===== src/rtl/termctl_pkg.sv =====
package termctl_pkg;

  typedef enum logic [2:0] {
    ST_IDLE,
    ST_ADDR,
    ST_DATA,
    ST_RELEASE,
    ST_TURN
  } ctlState_t;

  typedef enum logic [1:0] {
    TERM_NORMAL     = 2'd0,
    TERM_ABORT      = 2'd1,
    TERM_RETRY      = 2'd2,
    TERM_DISCONNECT = 2'd3
  } termCode_t;

  // strobes from the control FSM to the counting datapath
  typedef struct packed {
    logic      clrCounts;
    logic      busActive;
    logic      incXfer;
    logic      capture;
    termCode_t code;
  } ctlStrobe_t;

endpackage


===== src/rtl/termctl_datapath.sv =====
module termctl_datapath
  import termctl_pkg::*;
#(
  parameter int TIMEOUT_CLKS = 5,
  parameter int COUNT_W      = 8
) (
  input  logic               clk,
  input  logic               rstN,
  input  ctlStrobe_t         strobe,
  input  logic               devselN,
  output logic               abortHit,
  output logic               xferZero,
  output logic               termValid,
  output logic [1:0]         termCode,
  output logic [COUNT_W-1:0] termCount
);

  localparam int WAIT_W = $clog2(TIMEOUT_CLKS + 1);
  localparam logic [WAIT_W-1:0] WAIT_LAST = WAIT_W'(TIMEOUT_CLKS - 1);
  localparam logic [WAIT_W-1:0] WAIT_MAX  = WAIT_W'(TIMEOUT_CLKS);

  logic [WAIT_W-1:0]  waitCnt;
  logic               devselSeen;
  logic [COUNT_W-1:0] xferCnt;
  logic [COUNT_W-1:0] xferNext;

  // select-wait counter: counts edges with no target claim
  always_ff @(posedge clk) begin
    if (!rstN) begin
      waitCnt    <= '0;
      devselSeen <= 1'b0;
    end else if (strobe.clrCounts) begin
      waitCnt    <= '0;
      devselSeen <= 1'b0;
    end else if (strobe.busActive) begin
      if (!devselN) begin
        devselSeen <= 1'b1;
      end else if (!devselSeen && waitCnt != WAIT_MAX) begin
        waitCnt <= waitCnt + 1'b1;
      end
    end
  end

  assign abortHit = strobe.busActive && !devselSeen && devselN && (waitCnt == WAIT_LAST);

  // transferred-word counter
  assign xferNext = xferCnt + COUNT_W'(strobe.incXfer);
  assign xferZero = (xferCnt == '0);

  always_ff @(posedge clk) begin
    if (!rstN) begin
      xferCnt <= '0;
    end else if (strobe.clrCounts) begin
      xferCnt <= '0;
    end else begin
      xferCnt <= xferNext;
    end
  end

  // outcome report register
  always_ff @(posedge clk) begin
    if (!rstN) begin
      termValid <= 1'b0;
      termCode  <= 2'd0;
      termCount <= '0;
    end else begin
      termValid <= strobe.capture;
      if (strobe.capture) begin
        termCode  <= strobe.code;
        termCount <= xferNext;
      end
    end
  end

endmodule


===== src/rtl/termctl_control.sv =====
module termctl_control
  import termctl_pkg::*;
(
  input  logic       clk,
  input  logic       rstN,
  input  logic       startReq,
  input  logic       lastIn,
  input  logic       devselN,
  input  logic       trdyN,
  input  logic       stopN,
  input  logic       abortHit,
  input  logic       xferZero,
  output ctlStrobe_t strobe,
  output logic       frameN,
  output logic       irdyN
);

  ctlState_t state, nextState;
  logic      lastPhase, nextLast;

  // where the FSM goes once the bus must be given back
  function automatic ctlState_t releaseTarget(input logic frameOff);
    return frameOff ? ST_TURN : ST_RELEASE;
  endfunction

  always_comb begin
    nextState = state;
    nextLast  = lastPhase;
    strobe    = '0;
    unique case (state)
      ST_IDLE: begin
        if (startReq) begin
          nextState        = ST_ADDR;
          nextLast         = 1'b0;
          strobe.clrCounts = 1'b1;
        end
      end
      ST_ADDR: begin
        strobe.busActive = 1'b1;
        if (abortHit) begin
          strobe.capture = 1'b1;
          strobe.code    = TERM_ABORT;
          nextState      = ST_RELEASE;
        end else begin
          nextState = ST_DATA;
          nextLast  = lastIn;
        end
      end
      ST_DATA: begin
        strobe.busActive = 1'b1;
        if (abortHit) begin
          strobe.capture = 1'b1;
          strobe.code    = TERM_ABORT;
          nextState      = releaseTarget(lastPhase);
        end else if (!devselN && !stopN) begin
          strobe.incXfer = !trdyN;
          strobe.capture = 1'b1;
          strobe.code    = (trdyN && xferZero) ? TERM_RETRY : TERM_DISCONNECT;
          nextState      = releaseTarget(lastPhase);
        end else if (!devselN && !trdyN) begin
          strobe.incXfer = 1'b1;
          if (lastPhase) begin
            strobe.capture = 1'b1;
            strobe.code    = TERM_NORMAL;
            nextState      = ST_TURN;
          end else begin
            nextLast = lastIn;
          end
        end
      end
      ST_RELEASE: nextState = ST_TURN;
      ST_TURN:    nextState = ST_IDLE;
      default:    nextState = ST_IDLE;
    endcase
  end

  // state and registered bus strobes
  always_ff @(posedge clk) begin
    if (!rstN) begin
      state     <= ST_IDLE;
      lastPhase <= 1'b0;
      frameN    <= 1'b1;
      irdyN     <= 1'b1;
    end else begin
      state     <= nextState;
      lastPhase <= nextLast;
      frameN    <= !((nextState == ST_ADDR) || (nextState == ST_DATA && !nextLast));
      irdyN     <= !((nextState == ST_DATA) || (nextState == ST_RELEASE));
    end
  end

endmodule


===== src/rtl/termination_ctl.sv =====
module termination_ctl
  import termctl_pkg::*;
#(
  parameter int TIMEOUT_CLKS = 5,
  parameter int COUNT_W      = 8
) (
  input  logic               clk,
  input  logic               rstN,
  input  logic               startReq,
  input  logic               lastIn,
  input  logic               devselN,
  input  logic               trdyN,
  input  logic               stopN,
  output logic               frameN,
  output logic               irdyN,
  output logic               termValid,
  output logic [1:0]         termCode,
  output logic [COUNT_W-1:0] termCount
);

  ctlStrobe_t strobe;
  logic       abortHit;
  logic       xferZero;

  termctl_control u_control (
    .clk      (clk),
    .rstN     (rstN),
    .startReq (startReq),
    .lastIn   (lastIn),
    .devselN  (devselN),
    .trdyN    (trdyN),
    .stopN    (stopN),
    .abortHit (abortHit),
    .xferZero (xferZero),
    .strobe   (strobe),
    .frameN   (frameN),
    .irdyN    (irdyN)
  );

  termctl_datapath #(
    .TIMEOUT_CLKS (TIMEOUT_CLKS),
    .COUNT_W      (COUNT_W)
  ) u_datapath (
    .clk       (clk),
    .rstN      (rstN),
    .strobe    (strobe),
    .devselN   (devselN),
    .abortHit  (abortHit),
    .xferZero  (xferZero),
    .termValid (termValid),
    .termCode  (termCode),
    .termCount (termCount)
  );

endmodule


===== config.mk =====
export PLATFORM = sky130hd
export DESIGN_NAME = termination_ctl
export DESIGN_NICKNAME = d
export VERILOG_FILES = /design/src/rtl/termctl_pkg.sv /design/src/rtl/termctl_datapath.sv /design/src/rtl/termctl_control.sv /design/src/rtl/termination_ctl.sv
export SDC_FILE = /design/constraint.sdc
export NUM_CORES = 1
export LEC_CHECK = 0
export BUFFER_PORTS_ARGS = -buffer_cell sky130_fd_sc_hd__buf_2
export CAP_MARGIN = 10
export CORE_ASPECT_RATIO = 0.7
export CORE_MARGIN = 8
export CORE_UTILIZATION = 52
export CTS_BUF_LIST = sky130_fd_sc_hd__clkbuf_2 sky130_fd_sc_hd__clkbuf_4 sky130_fd_sc_hd__clkbuf_8
export CTS_CLUSTER_DIAMETER = 100
export DETAILED_ROUTE_END_ITERATION = 8
export PLACE_DENSITY = 0.89
export SYNTH_ARGS = -nofsm -noshare
export SYNTH_HDL_FRONTEND = slang
export SYNTH_SLANG_ARGS = --single-unit

===== constraint.sdc =====
create_clock -name clk -period 1.9 [get_ports clk]
set_clock_uncertainty 0.05 [all_clocks]
set_input_delay 0.38 -clock clk [delete_from_list [all_inputs] [get_ports clk]]
set_output_delay 0.38 -clock clk [all_outputs]
set_load 0.02 [all_outputs]

== Word level (Yosys, flattened, before mapping) ==
Index checks and enable logic that the tools add are counted.
Word-level totals
  register bits: 29
  input port bits: 7
Cells by class
  add/sub/neg operators: 2
  equal/unequal tests: 8
  multiplexer cells: 27
  bitwise operators: 2
  reduce and logical (&&, ||, !) cells: 23
Operator list (count)
  3-bit two-way mux: 9
  1-bit two-way mux: 13
  3-bit by 2-bit == test with 1-bit output, second input constant: 4
  3-bit one-hot mux with 4 select lines: 1
  8-bit by 1-bit adder with 8-bit output: 1
  1-bit logical AND: 8
  8-bit zero test: 1
  4-bit two-way mux: 2
  1-bit zero test: 7
  3-bit by 1-bit == test with 1-bit output, second input constant: 2
  3-bit one-hot mux with 2 select lines: 1
  2-bit OR reduction: 2
  3-bit by 1-bit adder with 3-bit output, second input constant: 1
  3-bit == test, second input constant: 1
  3-bit zero test: 1
  3-bit inequality test, second input constant: 1
  1-bit one-hot mux with 3 select lines: 1
  3-bit AND reduction: 1
  1-bit logical OR: 2
  1-bit inverter: 2
  2-bit AND reduction: 1

== Logic depth before layout (Yosys ltp) ==
Gate-level depths: netlist (run 1).
  depth in word-level cells: 12
  depth in mapped cells: 10
  depth with buffers taken out: 9

== By module ==
From an unflattened synthesis (run 1), not the netlist that was laid out.
Second synthesis, totals
  cell total of the unflattened synthesis: 146
  area, all modules: 1323.8 µm²
By module, submodules not included
  termctl_datapath: instances 1, cells an instance 99, area each 947.2 µm², sequential area each 460.4 µm²
  termctl_control: instances 1, cells an instance 47, area each 376.6 µm², sequential area each 120.1 µm²

== Worst setup path before layout (run 1) ==
No wires, ideal clock.
  path type: input port to flip-flop
  start point: in devselN
  end point: reg u_datapath.termCount[6]
  setup time: 0.065 ns
  arrival time: 1.914 ns
  required time: 1.785 ns
  path slack: -0.129 ns
  stages on the path: 9
  cell sequence: or4b_1 -> nor2_1 -> ha_1 -> ha_1 -> nand2_1 -> nor2_1 -> xnor2_1 -> mux2i_1 -> nor2b_1
On the way
  word-level cells in the longest chain between the ends: 7
RTL lines
  start: declaration: RTL line termination_ctl.sv:11  | input logic devselN,
  1-bit zero test
  1-bit logical AND: RTL line termctl_control.sv:60  | end else if (!devselN && !trdyN) begin
  4-bit two-way mux: RTL line termctl_control.sv:60
  4-bit two-way mux: RTL line termctl_control.sv:55  | end else if (!devselN && !stopN) begin
  1-bit two-way mux: RTL line termctl_control.sv:51  | if (abortHit) begin
  1-bit two-way mux: RTL line termctl_control.sv:30  | unique case (state)
  8-bit by 1-bit adder with 8-bit output: RTL line termctl_datapath.sv:47  | assign xferNext = xferCnt + COUNT_W'(strobe.incXfer);
  end signal: assignment: RTL line termctl_datapath.sv:70  | termCount <= xferNext;
  end: declaration: RTL line termctl_datapath.sv:15  | output logic [COUNT_W-1:0] termCount
Several ways; a longest one is shown, not always the timed one.
A chain may end at the register's enable or synchronous reset.

== Final worst setup path (run 1) ==
  start point: reg u_control.state[0]
  end point: reg u_datapath.termCount[5]
On the way
  word-level cells in the longest chain between the ends: 9
RTL lines
  start: declaration: RTL line termctl_control.sv:18  | ctlState_t state, nextState;
  start signal: assignment: RTL line termctl_control.sv:85  | state <= nextState;
  3-bit by 1-bit == test with 1-bit output or 3-bit by 2-bit == test with 1-bit output (tied branches): RTL line termctl_control.sv:30
  2-bit OR reduction (no source line)
  1-bit two-way mux: RTL line termctl_control.sv:30
  1-bit logical AND (3 in a row): RTL line termctl_datapath.sv:44  | assign abortHit = strobe.busActive && !devselSeen && devselN && (waitCnt == WAIT_LAST);
  1-bit two-way mux: RTL line termctl_control.sv:51
  1-bit two-way mux: RTL line termctl_control.sv:30
  8-bit by 1-bit adder with 8-bit output: RTL line termctl_datapath.sv:47
Several ways; a longest one is shown, not always the timed one.

==> run metrics, run 1 <==
status finished, violations left; failing checks negative setup slack; number of DRC markers in iteration 0 about 200; Avg Cell Area, Syn 9.37 um2; RD Place Congestion 0.914; Least-Margin Pin Slew 431 ps; Tmin final 2060 ps; number of remaining DRC errors 0; DRT Wirelength 3970 um; Final WS setup -161 ps; cell count after synthesis 145; Setup Crit Path Kind register to register; crit path max fanout 4; Routed Antenna Nets 0; CTS Buf Count 5; register area share after synthesis ~43%; H-tree Lvls 2; Hold Crit Class primary input to register; WL met3 308 um; Rows 15; max incr delay on CP 510 ps; num ports 20; Arr. time, crit path 2220 ps; Seq cells post-synth 29; Startpoint Class register; HPWL after detailed placement between 2000 and 2500 um; Slew Limit Headroom 71.2%; fill count 147; Register Area 589 um2; drt first pass iters 4; via count 1304; Pleak 0.926 nW; VDD IR max ~500 uV; syn_nets 157; clk sinks 29; Syn Std Cell Area 1360 um2; metal2 WL 1950 um; Post-CTS Hold Buffers 0; largest net degree at the start of global routing 15; Root Buffer clkbuf_8; most common cell after layout, fill and taps aside buf_4; Place WS -303 ps; initial antenna violation count 0; layout cells sized above 1 between 30% and 40%; clk_lat worst skew about 280 ps; async set-reset flop share out of synthesis 0%; maximum clock frequency about 0.49 GHz; first-pass GRT wire length about 5800 um; Finished Core Util 76.6%; ant diodes 0; clock buffer depth 2; Net count, final 205; Netlist cell types 39; Total GRT Usage between 10% and 20%; Congestion Overflow GR 0; Area growth syn-to-layout 39.6%; Reg clk slew, reported paths about 60 ps; RSZ-0062 raised after global routing yes; vias in the first global route 1277; Final setup viols 13; IO buf count 19; placed cell count 211; Top Layer Used met4; crit path capture type register; ratio of final minimum period to clock period 108%; CP top delay family simple AND/OR/NAND/NOR gates; crit path max-delay cell type or4b_4; worst path cell trace or4b_4 -> nor2_4 -> ha_4 -> nand3_4 -> nor2_1 -> xor2_1 -> mux2i_1 -> nor2b_1; multi-input logic area 838 um2; Tot Pwr 1.40 mW; Vias/cell roughly 5.7; Synth warnings 0; Finished Layout Cells between 200 and 250; die height 58.8 um; number of synthesized flops with an enable pin 0; Pwr Density 739 nW/um2; WP buf/inv 0; most frequent cells in the layout buf_4, dfxtp_1, buf_2; DIE WIDTH 77.1 um; Data required, critical path between 2000 and 2500 ps; Max Slew Vio Count 0; Starting Density 54.8%; Final Hold Vio Count 0; Core ar. 2480 um2; M1 WL 1510 um; ys flop type dfxtp_1; CTS tree built; Routed WL per cell roughly 17 um; number of max-cap violations 0; Die Area 4530 um2
[kinds of logic after synthesis]
group	share of synthesized area, %
adder cells (fa/ha/maj)	4.60
AO/OA/AOI/OAI	9.58
flip-flops	42.7
buffers and inverters	5.34
multiplexers	5.89
AND/OR/NAND/NOR	26.7
XOR/XNOR	5.16
[synth_stat cells, types with 2 or more instances]
cell      count  area (um2)
nor2_1       12        45.0
clkbuf_1      2        7.51
nand3_1       6        30.0
a21boi_0      2        15.0
inv_1         8        30.0
and3_1        2        12.5
dfxtp_1      29         581
ha_1          5        62.6
nand2b_1      2        12.5
a31oi_1       2        12.5
xnor2_1       4        35.0
nor3_1        4        20.0
nor2b_1      16         100
mux2i_1       8        80.1
nor3b_1       2        15.0
xor2_1        4        35.0
a21oi_1       4        20.0
and4b_1       2        20.0
nor4b_1       2        17.5
nand2_1       9        33.8
buf_6         2        22.5
[layer usage]
| layer | global-route usage, % | vias to the layer above |
|---|---|---|
| met2 | 29.4 | 82 |
| met1 | 15.7 | 611 |
| li1 | - | 589 |
| met5 | 0 | - |
| met3 | 6.38 | 22 |
| met4 | 11.0 | 0 |
[registers in the layout (all words and copies together) (netlist names)]
| signal | flops |
|---|---|
| u_datapath.termCount | 8 |
| u_datapath.xferCnt | 8 |
| u_datapath.termCode | 2 |
| u_datapath.devselSeen | 1 |
| u_control.frameN | 1 |
| u_control.lastPhase | 1 |
| u_control.irdyN | 1 |
| u_datapath.waitCnt | 3 |
| u_control.state | 3 |
| u_datapath.termValid | 1 |
[path summary, 6_finish.rpt]
| path | startpoint | cells after the start | end | slack (ps) |
|---|---|---|---|---|
| max reg2reg | u_control.state[0]$_SDFF_PN0_ | 8 | u_datapath.termCount[5]$_SDFFE_PN0P_ | -160 |
| max | u_control.state[0]$_SDFF_PN0_ | 8 | u_datapath.termCount[5]$_SDFFE_PN0P_ | -160 |
| min | rstN | 2 | u_datapath.termCount[1]$_SDFFE_PN0P_ | 360 |
| min reg2reg | u_datapath.termCount[3]$_SDFFE_PN0P_ | 2 | u_datapath.termCount[3]$_SDFFE_PN0P_ | 470 |
[repair_timing]
action | CTS | global route
setup buffers | 5 | 4
endpoints found under the setup margin | 16 | 15
gates resized for setup | 11 | 11
pin swaps | 6 | 9
[cell type report]
type / count / area share (%)
Multi-Input combinational cell: 102 / 44.2
Inverter: 8 / 1.58
Tap cell: 34 / 2.24
Timing Repair Buffer: 47 / 16.1
Clock buffer: 8 / 4.82
Sequential cell: 29 / 31.1
[worst register-to-register path, stage by stage (launching register included)]
cell and delay (ps):
dfxtp_4 360, or4b_4 510, nor2_4 160, ha_4 180
nand3_4 110, nor2_1 170, xor2_1 220, mux2i_1 110
nor2b_1 120
[through the flow]
| step | setup TNS [ps] | hold WS, ps | instance area, um2 |
|---|---|---|---|
| after floorplan | 0 | 388 | 1410 |
| after global routing | -1690 | 368 | 1900 |
| after global placement | -1910 | 406 | 1640 |
| after CTS | -630 | 336 | 1810 |
| final | -1110 | 360 | 1900 |
| after detailed placement | -2940 | 454 | 1640 |
[report_power, final]
part | internal [mW] | leakage, nW | switching [mW]
clock | 0.302 | 0.0498 | 0.218
combinational | 0.115 | 0.640 | 0.123
sequential | 0.630 | 0.237 | 0.0140
total | 1.05 | 0.926 | 0.354
No activity file was read; power rests on OpenSTA's default activity.
==> run 2: changes to the inputs <==
--- a/config.mk
+++ b/config.mk
@@ -5,6 +5,7 @@
 export SDC_FILE = /design/constraint.sdc
 export NUM_CORES = 1
 export LEC_CHECK = 0
+export ABC_AREA = 1
 export BUFFER_PORTS_ARGS = -buffer_cell sky130_fd_sc_hd__buf_2
 export CAP_MARGIN = 10
 export CORE_ASPECT_RATIO = 0.7
==> run 2 against run 1 <==
The flow now finishes without violations. Critical path depth is 4 higher. Cell count rose by 3.9%. Synthesized cell count is 21% higher. Maximum frequency rose by 15%. First-iteration DRC count down 37%. Sequential share of layout area grew 3.8 points. Via count fell by 6.7%. Power up 3.3%. Worst setup slack improved by 270 ps. Largest power group is now the clock network. Highest routed layer unchanged.
==> run metrics, run 2 <==
largest net degree at the start of global routing 18 (was 15); Netlist cell types 32 (was 39); Data required, critical path 2070 ps (was 2060 ps); H-tree Lvls 2 (unchanged); Die Area 4580 um2 (was 4530 um2); drt first pass iters 4 (unchanged); Root Buffer clkbuf_8 (unchanged); top cells by count, synth dfxtp_1, nand2_1, nor2_1 (was dfxtp_1, nor2b_1, nor2_1); Syn Std Cell Area 1380 um2 (was 1360 um2); register area share after synthesis 42.2% (was 42.7%); Area growth syn-to-layout 21.6% (was 39.6%); Setup Crit Path Kind register to register (unchanged); cell count after synthesis 176 (was 145); clk sinks 29 (unchanged); Least-Margin Pin Slew 404 ps (was 431 ps); num ports 20 (unchanged); initial antenna violation count 0 (unchanged); IO buf count 19 (unchanged); ratio of final minimum period to clock period 94.2% (was 108%); CTS Buf Count 5 (unchanged); Yosys top cell area share 42.2% (was 42.7%); Pleak 0.759 nW (was 0.926 nW); via count 1217 (was 1304); Tot Pwr 1.45 mW (was 1.40 mW); clk_lat worst skew 280 ps (about the same); Avg Cell Area, Syn 7.82 um2 (was 9.37 um2); crit path capture type register (unchanged); post-synthesis mux area share 0% (was 5.89%); Congestion Overflow GR 0 (unchanged); Synth area leaders dfxtp_1, nand2_1, nor2_1 (was dfxtp_1, nor2b_1, mux2i_1); Clk pwr share 45.7% (was 37.1%); worst path cell trace inv_2 -> nand3_2 -> inv_2 -> nand2_1 -> inv_1 -> ha_4 -> ha_4 -> nand3_1 -> nor2_2 -> xor2_1 -> inv_1 -> a21oi_2 (was or4b_4 -> nor2_4 -> ha_4 -> nand3_4 -> nor2_1 -> xor2_1 -> mux2i_1 -> nor2b_1); Sw Ratio 23.9% (was 25.3%); Pint 1.10 mW (was 1.05 mW); Sequential Power Share 44.2% (was 46.0%); Max Slew Vio Count 0 (unchanged); vias in the first global route 1108 (was 1277); crit path max fanout 4 (unchanged); maximum clock frequency 0.559 GHz (was 0.485 GHz); number of max-cap violations 0 (unchanged); Net count, final 214 (was 205); post-synthesis simple-gate area fraction 29.0% (was 26.7%); die height 59.0 um (was 58.8 um); RD Place Congestion 0.937 (was 0.914); Synth warnings 0 (unchanged); ant diodes 0 (unchanged); Reg clk slew, reported paths 60 ps (about the same); largest family of logic cells by synthesized area simple AND/OR/NAND/NOR gates (unchanged); ys flop type dfxtp_1 (unchanged); Final setup viols 0 (was 13); Rows 15 (unchanged); CP top delay family simple AND/OR/NAND/NOR gates (unchanged); Synth Area in XOR/XNOR 3.82% (was 5.16%); sw power 347 uW (was 354 uW); status completed (was finished, violations left); most numerous cell in the Yosys netlist dfxtp_1 (unchanged); async set-reset flop share out of synthesis 0% (unchanged); Yosys top cell by area dfxtp_1 (unchanged); Synth Area in Adders 4.55% (was 4.60%); Pwr Density 865 nW/um2 (was 739 nW/um2); Total GRT Usage 14.0% (was 16.4%); DRT Wirelength 2940 um (was 3970 um); Final Hold Vio Count 0 (unchanged); Starting Density 55.1% (was 54.8%); top flop regs u_datapath.termCount x8, u_datapath.xferCnt x8 (unchanged); crit path max-delay cell type dfxtp_1 (was or4b_4); Post-CTS Hold Buffers 0 (unchanged); Tmin final 1790 ps (was 2060 ps); Vias/cell 5.14 (was 5.72); VDD IR max 472 uV (was 498 uV); most common cell after layout, fill and taps aside nand2_1 (was buf_4); Slew Limit Headroom 73.0% (was 71.2%); Comb power frac 10.1% (was 16.9%); first-pass GRT wire length 5030 um (was 5800 um); number of synthesized flops with an enable pin 0 (unchanged); Startpoint Class register (unchanged); Seq cells post-synth 29 (unchanged); max incr delay on CP 350 ps (was 510 ps); CTS tree built (unchanged); Hold Crit Class primary input to register (unchanged); Arr. time, crit path 1960 ps (was 2220 ps); Routed WL per cell 12.4 um (was 17.4 um); number of remaining DRC errors 0 (unchanged); Final WS setup 110 ps (was -161 ps); Compound-Gate Fraction of Synth Area 12.7% (was 9.58%); Place WS 92.8 ps (was -303 ps); Hold WS 414 ps (was 360 ps); clock buffer depth 2 (unchanged); setup TNS 0 ps (was -1110 ps); syn_nets 188 (was 157); Finished Core Util 67.1% (was 76.6%); Core ar. 2500 um2 (was 2480 um2); DIE WIDTH 77.5 um (was 77.1 um); HPWL after detailed placement 2140 um (was 2430 um); layout cells sized above 1 27.1% (was 39.7%); number of DRC markers in iteration 0 122 (was 195); most frequent cells in the layout nand2_1, dfxtp_1, nor2_1 (was buf_4, dfxtp_1, buf_2); WP buf/inv 4 (was 0); Routed Antenna Nets 0 (unchanged)
## run 2: kinds of logic after synthesis
family,after synthesis
simple gates,80
fa+ha+maj,5
buf+inv,26
flops,29
compound gates,30
xor+xnor,6
## run 2: what timing repair did
action	CTS	global route
setup buffers	0	1
endpoints found under the hold margin	0	0
setup endpoints to repair	0	6
resized for setup	0	10
## run 2: path summary, 6_finish.rpt
path                                                          from                                   end  slack, ps  depth (start not counted)
worst max register to register       u_control.state[0]$_SDFF_PN0_  u_datapath.termCount[6]$_SDFFE_PN0P_        110                         12
worst min-delay path                                      startReq    u_datapath.waitCnt[2]$_SDFFE_PP0P_        410                          4
worst min register to register  u_datapath.waitCnt[2]$_SDFFE_PP0P_    u_datapath.waitCnt[2]$_SDFFE_PP0P_        430                          1
worst max-delay path                 u_control.state[0]$_SDFF_PN0_  u_datapath.termCount[6]$_SDFFE_PN0P_        110                         12
## run 2: power groups by stage
stage	clock network, mW	registers [mW]	logic [mW]
3_5_place_dp	0	0.653	0.142
2_1_floorplan	0	0.662	0.0915
5_1_grt	0.707	0.642	0.162
6_report	0.662	0.640	0.146
3_3_place_gp	0	0.651	0.139
4_1_cts	0.675	0.640	0.144
## run 2: per-stage QoR
stage               std cells  area (um2)
global placement          228        1510
floorplan                 176        1380
global route              237        1670
CTS                       236        1630
detailed placement        228        1510
finish                    237        1670
## run 2: worst min-delay path: stages
cell      delay (ps)
buf_2             90
nand2_1           90
o211ai_1         100
a21oi_1           40
## run 2: final cells by class
cell class / count / area [um2]
clock buffers: 6 / 82.6
clock inverters: 2 / 37.5
fillers: 203 / 822
inverters: 23 / 86.3
multi-input cells: 121 / 724
flip-flops and latches: 29 / 583
well taps: 34 / 42.5
repair buffers: 22 / 118
## run 2: routing by layer
layer | part of all wire (%) | GRT usage, % | vias up
li1 | - | - | 613
met4 | 1.5 | 5.61 | 0
met1 | 46 | 16.2 | 561
met2 | 43 | 20.5 | 37
met3 | 9.4 | 8.64 | 6
met5 | 0 | 0 | -
==> run 3: changes to the inputs <==
--- a/config.mk
+++ b/config.mk
@@ -15,6 +15,7 @@
 export CTS_CLUSTER_DIAMETER = 100
 export DETAILED_ROUTE_END_ITERATION = 8
 export PLACE_DENSITY = 0.89
+export SETUP_SLACK_MARGIN = 0.4
 export SYNTH_ARGS = -nofsm -noshare
 export SYNTH_HDL_FRONTEND = slang
 export SYNTH_SLANG_ARGS = --single-unit
==> run 3 against run 2 <==
Register-to-register slack improved by 150 ps. Critical path depth stayed put. Non-clock buffer count increased by 13. Combinational power is 28% higher. Sequential power barely moved. Clock-buffer cell count increased by 1. Cell count rose by 5.5%. Die area did not move. Maximum frequency increased by 9.4%. Utilization is 6.7 points higher.
==> run metrics, run 3 (same netlist as run 2, synthesis figures left out) <==
clk_lat worst skew 300 ps (was 280 ps); Data required, critical path 2080 ps (was 2070 ps); Setup Crit Path Kind register to register (unchanged); Die Area 4580 um2 (unchanged); most frequent cells in the layout nor2_1, dfxtp_1, nand2_1 (was nand2_1, dfxtp_1, nor2_1); worst path cell trace inv_4 -> nand3_4 -> inv_4 -> nand2_4 -> inv_4 -> ha_4 -> nand3_4 -> nor2_4 -> buf_4 -> xor2_1 -> inv_1 -> a21oi_1 (was inv_2 -> nand3_2 -> inv_2 -> nand2_1 -> inv_1 -> ha_4 -> ha_4 -> nand3_1 -> nor2_2 -> xor2_1 -> inv_1 -> a21oi_2); HPWL after detailed placement 2180 um (was 2140 um); RD Place Congestion 0.871 (was 0.937); Pleak 0.841 nW (was 0.759 nW); via count 1340 (was 1217); crit path max fanout 2 (was 4); layout cells sized above 1 37.0% (was 27.1%); Slew Limit Headroom 74.3% (was 73.0%); Net count, final 227 (was 214); Hold Crit Class primary input to register (unchanged); Pwr Density 762 nW/um2 (was 865 nW/um2); number of DRC markers in iteration 0 154 (was 122); maximum clock frequency 0.611 GHz (was 0.559 GHz); multi-input logic area 797 um2 (was 724 um2); clock buffer depth 2 (unchanged); initial antenna violation count 0 (unchanged); Core ar. 2500 um2 (unchanged); clk sinks 29 (unchanged); Routed WL per cell 15.4 um (was 12.4 um); Finished Core Util 73.7% (was 67.1%); setup TNS 0 ps (unchanged); drt first pass iters 5 (was 4); Final Hold Vio Count 0 (unchanged); Total GRT Usage 16.6% (was 14.0%); num ports 20 (unchanged); crit path max-delay cell type dfxtp_4 (was dfxtp_1); number of max-cap violations 0 (unchanged); IO buf count 19 (unchanged); placed cell count 227 (was 228); CTS Buf Count 5 (unchanged); crit path capture type register (unchanged); ant diodes 0 (unchanged); CTS tree built (unchanged); Vias/cell 5.36 (was 5.14); Finished Layout Cells 250 (was 237); die height 59.0 um (unchanged); DRT Wirelength 3860 um (was 2940 um); Post-CTS Hold Buffers 0 (unchanged); Root Buffer clkbuf_8 (unchanged); Arr. time, crit path 1810 ps (was 1960 ps); Hold WS 426 ps (was 414 ps); Final setup viols 0 (unchanged); fill count 168 (was 203); Area growth syn-to-layout 33.7% (was 21.6%); RSZ-0062 raised after global routing yes; Rows 15 (unchanged); VDD IR max 573 uV (was 472 uV); max incr delay on CP 350 ps (about the same); Least-Margin Pin Slew 383 ps (was 404 ps); vias in the first global route 1211 (was 1108); CP most frequent cell inv_4; status completed (unchanged); Reg clk slew, reported paths 70 ps (was 60 ps); Tmin final 1640 ps (was 1790 ps); Congestion Overflow GR 0 (unchanged); top flop regs u_datapath.termCount x8, u_datapath.xferCnt x8 (unchanged); H-tree Lvls 2 (unchanged); Starting Density 55.1% (unchanged); Routed Antenna Nets 0 (unchanged); DIE WIDTH 77.5 um (unchanged); Max Slew Vio Count 0 (unchanged); largest net degree at the start of global routing 18 (unchanged); Register Area 591 um2 (was 583 um2); number of remaining DRC errors 0 (unchanged); Startpoint Class register (unchanged); ratio of final minimum period to clock period 86.1% (was 94.2%); first-pass GRT wire length 5760 um (was 5030 um)
[run 3: cell count changes in the layout (fill, tap and decap cells not counted), sizes merged]
cell	before	now
buf	22	35
clkinv	0	1
clkinvlp	1	0
bufinv	1	0
clkbuf	6	7
[run 3: worst paths after layout]
kind                                            from  cells past startpoint                                   end  slack (ps)
setup / recovery       u_control.state[2]$_SDFF_PN0_                     12  u_datapath.termCount[5]$_SDFFE_PN0P_         260
hold / removal                                  rstN                      3    u_datapath.waitCnt[0]$_SDFFE_PP0P_         430
setup reg to reg       u_control.state[2]$_SDFF_PN0_                     12  u_datapath.termCount[5]$_SDFFE_PN0P_         260
hold reg to reg   u_datapath.waitCnt[0]$_SDFFE_PP0P_                      2    u_datapath.waitCnt[0]$_SDFFE_PP0P_         440
[run 3: area by class of cell]
type                            instances  share of cell area, %
Inverter                               23                   5.10
Timing Repair Buffer                   35                   11.7
Sequential cell                        29                   32.1
Clock inverter                          1                  0.272
Tap cell                               34                   2.31
Multi-Input combinational cell        121                   43.3
Clock buffer                            7                   5.23
[run 3: through the flow]
stage	total power, mW	setup WS, ps	instance area (um2)
4_1_cts	1.37	308	1780
3_5_place_dp	0.797	93.3	1550
6_report	1.40	264	1840
5_1_grt	1.44	107	1840
2_1_floorplan	0.758	346	1420
3_3_place_gp	0.795	216	1550
[run 3: critical path: cells and delay by family, from the launching register on]
kind | cells | cell delay, ps
flip-flops | 1 | 350
adder cells (fa/ha/maj) | 1 | 150
AND/OR/NAND/NOR | 4 | 360
AO/OA/AOI/OAI | 1 | 110
buffers and inverters | 5 | 390
XOR/XNOR | 1 | 140
[run 3: metal layers]
metal	GRT usage [%]	share of wire, %	up-vias	wire length [um]
li1	-	-	644	-
met1	18.9	43	604	1670
met2	24.9	45	72	1730
met4	8.56	4.2	0	164
met5	0	0	-	0
met3	8.64	7.7	20	296
[run 3: repair_timing]
action	in CTS	in global routing
endpoints found under the setup margin	12	24
hold endpoints to repair	0	0
buffers inserted	11	4
resized for setup	13	6
pin swaps	10	4
[run 3: report_power, final]
group / leakage, nW / switching, mW / internal (mW) / total (mW)
registers: 0.237 / 0.0145 / 0.625 / 0.639
clock network: 0.0542 / 0.250 / 0.327 / 0.576
logic: 0.550 / 0.116 / 0.0712 / 0.187
total: 0.841 / 0.380 / 1.02 / 1.40
